**config.mk**
```make
export PLATFORM = sky130hd
export DESIGN_NAME = rxw_top
export DESIGN_NICKNAME = d
export VERILOG_FILES = /design/src/rtl/rxw_pkg.sv /design/src/rtl/rxw_plan.sv /design/src/rtl/rxw_crc32.sv /design/src/rtl/rxw_top.sv
export SDC_FILE = /design/constraint.sdc
export NUM_CORES = 1
export LEC_CHECK = 0
export CORE_MARGIN = 3
export CORE_UTILIZATION = 55
export DETAILED_ROUTE_END_ITERATION = 6
export PLACE_DENSITY = 0.88
export SKIP_CTS_REPAIR_TIMING = 1
export SYNTH_ARGS = -nofsm -noshare
export SYNTH_HDL_FRONTEND = slang
export SYNTH_HIERARCHICAL = 1
export SYNTH_SLANG_ARGS = --single-unit
export TNS_END_PERCENT = 50
```
**constraint.sdc**
```tcl
create_clock -name clk -period 3.8 [get_ports clk]
set_input_delay 0.57 -clock clk [delete_from_list [all_inputs] [get_ports clk]]
set_output_delay 0.57 -clock clk [all_outputs]
set_load 0.005 [all_outputs]
```
**src/rtl/rxw_pkg.sv**
```systemverilog
package rxw_pkg;

    typedef enum logic [3:0] {
        S_IDLE,
        S_DROP,
        S_ALLOC,
        S_DATA,
        S_PAD,
        S_CRC,
        S_TAIL,
        S_HDR,
        S_DONE
    } rxw_state_e;

    localparam int HDR_BYTES  = 4;
    localparam int TAIL_BYTES = 2;
    localparam int CRC_BYTES  = 4;

    localparam logic [15:0] STAT_ODD  = 16'h1000;
    localparam logic [15:0] STAT_LONG = 16'h0800;
    localparam logic [7:0]  CTL_ODD   = 8'h60;
    localparam logic [7:0]  CTL_EVEN  = 8'h40;
    localparam logic [31:0] CRC_POLY  = 32'hEDB88320;

    typedef struct packed {
        logic        accept;
        logic        keep_crc;
        logic        odd;
        logic [15:0] status;
        logic [15:0] count;
        logic [15:0] plen;
        logic [15:0] even;
    } rxw_plan_t;

    function automatic logic [31:0] crc_step(input logic [31:0] c, input logic [7:0] b);
        logic [31:0] r;
        r = c ^ {24'd0, b};
        for (int k = 0; k < 8; k++) begin
            r = r[0] ? ((r >> 1) ^ CRC_POLY) : (r >> 1);
        end
        return r;
    endfunction

endpackage

```
**src/rtl/rxw_plan.sv**
```systemverilog
module rxw_plan
    import rxw_pkg::*;
#(
    parameter int LEN_W      = 12,
    parameter int PAGE_BYTES = 2048,
    parameter int MIN_FRAME  = 64,
    parameter int MAX_STD    = 1518
) (
    input  logic [LEN_W-1:0] len,
    input  logic             rx_en,
    input  logic             soft_rst,
    input  logic             strip_crc,
    input  logic             q_full,
    output rxw_plan_t        plan
);
    logic [15:0] len16;
    logic [15:0] plen;
    logic [15:0] even;
    logic [16:0] total;
    logic        fits;

    always_comb begin
        len16 = 16'(len);
        plen  = (len16 < 16'(MIN_FRAME)) ? 16'(MIN_FRAME) : len16;
        even  = {plen[15:1], 1'b0};
        total = {1'b0, even} + 17'(HDR_BYTES + TAIL_BYTES)
              + (strip_crc ? 17'd0 : 17'(CRC_BYTES));
        fits  = (total <= 17'(PAGE_BYTES));

        plan.accept   = rx_en && !soft_rst && !q_full && fits;
        plan.keep_crc = !strip_crc;
        plan.odd      = plen[0];
        plan.status   = (plen[0] ? STAT_ODD : 16'h0000)
                      | ((len16 > 16'(MAX_STD)) ? STAT_LONG : 16'h0000);
        plan.count    = total[15:0];
        plan.plen     = plen;
        plan.even     = even;
    end
endmodule

```
**src/rtl/rxw_crc32.sv**
```systemverilog
module rxw_crc32
    import rxw_pkg::*;
(
    input  logic        clk,
    input  logic        rst,
    input  logic        clr,
    input  logic        en,
    input  logic [7:0]  din,
    output logic [31:0] crc
);
    logic [31:0] acc;

    always_ff @(posedge clk) begin
        if (rst || clr) begin
            acc <= 32'hFFFF_FFFF;
        end else if (en) begin
            acc <= crc_step(acc, din);
        end
    end

    assign crc = ~acc;
endmodule

```
**src/rtl/rxw_top.sv**
```systemverilog
module rxw_top
    import rxw_pkg::*;
#(
    parameter int PAGE_BYTES = 2048,
    parameter int LEN_W      = 12,
    parameter int PAGE_W     = 6,
    parameter int MIN_FRAME  = 64,
    parameter int MAX_STD    = 1518,
    localparam int ADDR_W    = $clog2(PAGE_BYTES)
) (
    input  logic              clk,
    input  logic              rst,
    input  logic              rx_en,
    input  logic              soft_rst,
    input  logic              strip_crc,
    input  logic              in_start,
    input  logic [LEN_W-1:0]  in_len,
    input  logic              in_valid,
    input  logic [7:0]        in_data,
    input  logic              in_last,
    output logic              in_ready,
    output logic              alloc_req,
    input  logic              alloc_ack,
    input  logic              alloc_ok,
    input  logic [PAGE_W-1:0] alloc_page,
    input  logic              q_full,
    output logic              q_push,
    output logic [PAGE_W-1:0] q_page,
    output logic              rx_event,
    output logic              wr_en,
    output logic [PAGE_W-1:0] wr_page,
    output logic [ADDR_W-1:0] wr_addr,
    output logic [7:0]        wr_data
);
    rxw_state_e          st;
    rxw_plan_t           cand;
    rxw_plan_t           pl;
    logic [PAGE_W-1:0]   page;
    logic [15:0]         idx;
    logic [1:0]          step;
    logic [7:0]          odd_byte;
    logic                crc_clr;
    logic                crc_en;
    logic [7:0]          crc_din;
    logic [31:0]         crc_val;
    logic [15:0]         addr16;
    logic [15:0]         tail_base;
    logic                hold_odd;

    rxw_plan #(
        .LEN_W      (LEN_W),
        .PAGE_BYTES (PAGE_BYTES),
        .MIN_FRAME  (MIN_FRAME),
        .MAX_STD    (MAX_STD)
    ) u_plan (
        .len       (in_len),
        .rx_en     (rx_en),
        .soft_rst  (soft_rst),
        .strip_crc (strip_crc),
        .q_full    (q_full),
        .plan      (cand)
    );

    rxw_crc32 u_crc (
        .clk (clk),
        .rst (rst),
        .clr (crc_clr),
        .en  (crc_en),
        .din (crc_din),
        .crc (crc_val)
    );

    assign hold_odd  = pl.odd && (idx == pl.even);
    assign tail_base = 16'(HDR_BYTES) + pl.even + (pl.keep_crc ? 16'(CRC_BYTES) : 16'd0);

    // Write-side decode: one page byte per cycle.
    always_comb begin
        wr_en   = 1'b0;
        addr16  = 16'd0;
        wr_data = 8'd0;
        crc_en  = 1'b0;
        crc_din = in_data;
        crc_clr = (st == S_IDLE);
        case (st)
            S_DATA: begin
                if (in_valid) begin
                    crc_en = 1'b1;
                    if (!hold_odd) begin
                        wr_en   = 1'b1;
                        addr16  = 16'(HDR_BYTES) + idx;
                        wr_data = in_data;
                    end
                end
            end
            S_PAD: begin
                wr_en   = 1'b1;
                addr16  = 16'(HDR_BYTES) + idx;
                wr_data = 8'd0;
                crc_en  = 1'b1;
                crc_din = 8'd0;
            end
            S_CRC: begin
                wr_en   = 1'b1;
                addr16  = 16'(HDR_BYTES) + pl.even + 16'(step);
                wr_data = crc_val[{step, 3'b000} +: 8];
            end
            S_TAIL: begin
                wr_en   = 1'b1;
                addr16  = tail_base + 16'(step);
                if (step == 2'd0) begin
                    wr_data = pl.odd ? odd_byte : CTL_EVEN;
                end else begin
                    wr_data = pl.odd ? CTL_ODD : 8'h00;
                end
            end
            S_HDR: begin
                wr_en  = 1'b1;
                addr16 = 16'(step);
                case (step)
                    2'd0:    wr_data = pl.status[7:0];
                    2'd1:    wr_data = pl.status[15:8];
                    2'd2:    wr_data = pl.count[7:0];
                    default: wr_data = pl.count[15:8];
                endcase
            end
            default: ;
        endcase
    end

    always_ff @(posedge clk) begin
        if (rst) begin
            st       <= S_IDLE;
            pl       <= '0;
            page     <= '0;
            idx      <= '0;
            step     <= '0;
            odd_byte <= '0;
        end else begin
            case (st)
                S_IDLE: begin
                    if (in_start) begin
                        pl   <= cand;
                        idx  <= '0;
                        step <= '0;
                        st   <= cand.accept ? S_ALLOC : S_DROP;
                    end
                end
                S_DROP: begin
                    if (in_valid && in_last) st <= S_IDLE;
                end
                S_ALLOC: begin
                    if (alloc_ack) begin
                        if (alloc_ok) begin
                            page <= alloc_page;
                            st   <= S_DATA;
                        end else begin
                            st <= S_DROP;
                        end
                    end
                end
                S_DATA: begin
                    if (in_valid) begin
                        if (hold_odd) odd_byte <= in_data;
                        idx <= idx + 16'd1;
                        if (in_last) begin
                            if (idx + 16'd1 < pl.plen) st <= S_PAD;
                            else                       st <= pl.keep_crc ? S_CRC : S_TAIL;
                        end
                    end
                end
                S_PAD: begin
                    idx <= idx + 16'd1;
                    if (idx + 16'd1 == pl.plen) st <= pl.keep_crc ? S_CRC : S_TAIL;
                end
                S_CRC: begin
                    step <= step + 2'd1;
                    if (step == 2'd3) st <= S_TAIL;
                end
                S_TAIL: begin
                    if (step == 2'd1) begin
                        step <= 2'd0;
                        st   <= S_HDR;
                    end else begin
                        step <= step + 2'd1;
                    end
                end
                S_HDR: begin
                    step <= step + 2'd1;
                    if (step == 2'd3) st <= S_DONE;
                end
                default: st <= S_IDLE;
            endcase
        end
    end

    assign wr_addr   = addr16[ADDR_W-1:0];
    assign wr_page   = page;
    assign q_page    = page;
    assign in_ready  = (st == S_DATA) || (st == S_DROP);
    assign alloc_req = (st == S_ALLOC);
    assign q_push    = (st == S_DONE);
    assign rx_event  = (st == S_DONE);
endmodule

```
==> results <==
==> per-layer routing <==
layer / part of all wire [%] / vias to the layer above
li1: - / 3922
met2: 47 / 478
met3: 9.7 / 78
met4: 2.7 / 0
met1: 41 / 3978
met5: 0 / -
==> power groups by stage <==
stage          combinational, mW  sequential (mW)  clock, mW
2_1_floorplan               1.27             1.67          0
3_3_place_gp                1.55             1.74          0
3_5_place_dp                1.59             1.75          0
4_1_cts                     1.61             1.72       1.87
5_1_grt                     1.80             1.75       1.95
6_report                    1.65             1.74       1.86
==> cell type report <==
type                            instances  share of cell area, %
Clock buffer                           19                   4.18
Clock inverter                         13                   2.05
Inverter                               69                   2.44
Multi-Input combinational cell        849                   53.5
Sequential cell                       134                   25.3
Tap cell                              216                   2.55
Timing Repair Buffer                  116                   9.91
==> per-stage QoR <==
| step | setup slack [ps] | cell area [sq um] |
|---|---|---|
| CTS | -222 | 10500 |
| global placement | -135 | 9880 |
| detailed placement | -344 | 9880 |
| global route | -25.6 | 10600 |
| floorplan | 51.4 | 9290 |
| finish | 191 | 10600 |
==> cell families after synthesis <==
| logic type | after synthesis | share of synthesized area (%) |
|---|---|---|
| other | 1 | 0.0408 |
| AOI/OAI and AO/OA | 239 | 17.0 |
| muxes | 27 | 4.03 |
| and+or+nand+nor | 397 | 20.1 |
| buffers and inverters | 198 | 10.7 |
| xor gates and xnor gates | 126 | 14.3 |
| adders and majority gates | 33 | 4.65 |
| DFF | 134 | 29.2 |
==> placed cells by master, fill, tap and decap left out, drive strengths merged, types with 4 or more instances in the layout <==
| cell type | n |
|---|---|
| nand3 | 19 |
| a21o | 10 |
| mux4 | 8 |
| nand2b | 9 |
| dfxtp | 134 |
| clkbuf | 19 |
| ha | 31 |
| a211o | 4 |
| and3 | 8 |
| mux2i | 19 |
| o211ai | 26 |
| nor3 | 15 |
| nand3b | 4 |
| a221o | 12 |
| o22ai | 4 |
| nand4 | 15 |
| a222oi | 8 |
| a22oi | 14 |
| and4 | 6 |
| xnor3 | 7 |
| xor2 | 42 |
| a21oi | 92 |
| and2 | 10 |
| bufinv | 5 |
| nor2 | 77 |
| buf | 45 |
| conb | 27 |
| nor4 | 7 |
| inv | 72 |
| a22o | 7 |
| xnor2 | 77 |
| nand2 | 196 |
| o31ai | 4 |
| o21ai | 36 |
| clkdlybuf4s50 | 70 |
| nor2b | 12 |
==> sequential cells by signal, summed over array words and instances (netlist names) <==
register / flops
q_page: 6
st: 4
step: 2
u_crc/acc: 32
idx: 16
odd_byte: 8
pl: 66
==> worst max-delay path: cells and delay by family <==
kind | cells | cell delay, ps
buf+inv | 4 | 740
compound gates | 6 | 960
fa+ha+maj | 3 | 760
simple gates | 6 | 930
==> final timing paths <==
check                           startpoint      to
worst max register to register      idx[0]   st[1]
worst min register to register      pl[29]  pl[29]
worst max-delay path             in_len[8]   st[1]
worst min-delay path                pl[29]  pl[29]
==> results.md <==
* Cells after Synth at 1155
* Fin util at 65.8%
* Worst hold slack at 455 ps
* Largest net degree at the start of global routing at 83
* Crit path kind: input pin to flop
* Layout cells sized above 1 at 10.7%
* Final Slew Violations at 0
* WHS Path Cells at 2
* R2r setup slk at 370 ps
* Worst setup EP type: flop
* Vias/cell at 5.97
* Clock Sinks at 134
* Slowest stage cell, crit path: clkdlybuf4s50_1
* Switch share at 34.6%
* Cell taking the most area after synthesis: dfxtp_1
* Layout Cells excl Fill at 1416
* Clock Path Buffers at 2
* Fillers at 1234
* Synth Warn # at 6
* Sw Pwr at 1.82 mW
* Clock Skews at 15.8 ps
* Synth-to-Final Area Change at 15.3%
* Critical Path AT at 3950 ps
* Final Hold Fails at 0
* Die Y at 135 microns
* Worst EP required at 4140 ps
* Max cap viols at 0
* EDFF count, synth at 0
* Final ANT Viol Nets at 0
* Cell internal pwr at 3.44 mW
* Normalized max-slew margin at 41.7%
* Clk_lat worst skew at 450 ps
* Top post-synthesis cells by count: 196 x nand2_1, 134 x dfxtp_1, 92 x a21oi_1
* Initial DRC Count at 1290
* Clock share of power at 35.5%
* Worst Path Max Fanout at 2
* Most used DFF post-synth: dfxtp_1
* First-pass GRT wire length at 39600 microns
* Chip Width at 135 microns
* Setup TNS at 0 ps
* Pwr Total at 5.25 mW
* Flop pwr share at 33.1%
* Delay of the slowest critical-path stage at 440 ps
* Initial Util at 57.1%
* GRT Overall Usage at 27.1%
* Antenna diodes at 0
* Crit start category: input pin
* DRC at 0
* PD cells at 495 mW/mm^2
* H-Tree Depth at 4
* CTS tree: built
* Grt peak-use layer: met2
* TritonCTS buffer count at 17
* GR Util met2 at 43.5%
* RePlAce Congestion at 0.953
* Most numerous cell in the Yosys netlist: nand2_1
* Initial antenna violation count at 0
* Peak Freq at 277 MHz
* Worst-path clk slew at 60 ps
* Drt first pass iters at 7
* IO buf count at 72
* Outcome: completed
* Vias in the first global route at 7846
* Fin nets at 1257
* Final WL at 25000 microns
* Seq. cell area at 0.00269 sq mm
* Synth cell types at 77
* Setup violators final at 0
* Synth Register Bits at 134
* Comb power frac at 31.5%
* Hold Path Class: flop to flop
* GRT overflow at 0
* Worst-margin pin slew at 875 ps
* M1 GR Usage at 36.0%
* Grt met3 use at 6.84%
* Cell chain of the critical path: clkdlybuf4s50_1, nor2_2, nand3_1, nand2_1, ha_1, inv_1, ha_1, inv_1, fa_2, nor2b_4, nand4_1, nor4b_2, a211oi_1, o41ai_2, buf_4, a22oi_1, o21ai_1, a21oi_1, a221oi_1
* Core ar. at 0.0161 sq mm
* Crit path time final at 3610 ps
* IO Count at 73
* Post-synth top area share at 29.2%
* Fin crit share at 95.0%
* Cell depth of the worst flop-to-flop path at 12
* LEAKAGE at 4.42 nW
* Die area at 0.0183 sq mm
* Detailed-route via count at 8456
* Placed insts at 1383
* Area contributors post-synth: dfxtp_1 29%, nand2_1 8.0%, xnor2_1 6.8%
* Root Driver: clkbuf_16
* Post-synth ARST share at 0%
* Area occupied by multi-input gates at 0.00568 sq mm
* WL per Instance at 17.6 microns
* Cell Rows at 46
* Synthesized area per cell at 7.96 sq um
* IR drop worst, VDD at 0.445 mV
* Register area share after synthesis at 29.2%
* Syn Std Cell Area at 0.00920 sq mm
* Placed wire-length estimate at 17300 microns
No activity file was read; power rests on OpenSTA's default activity.
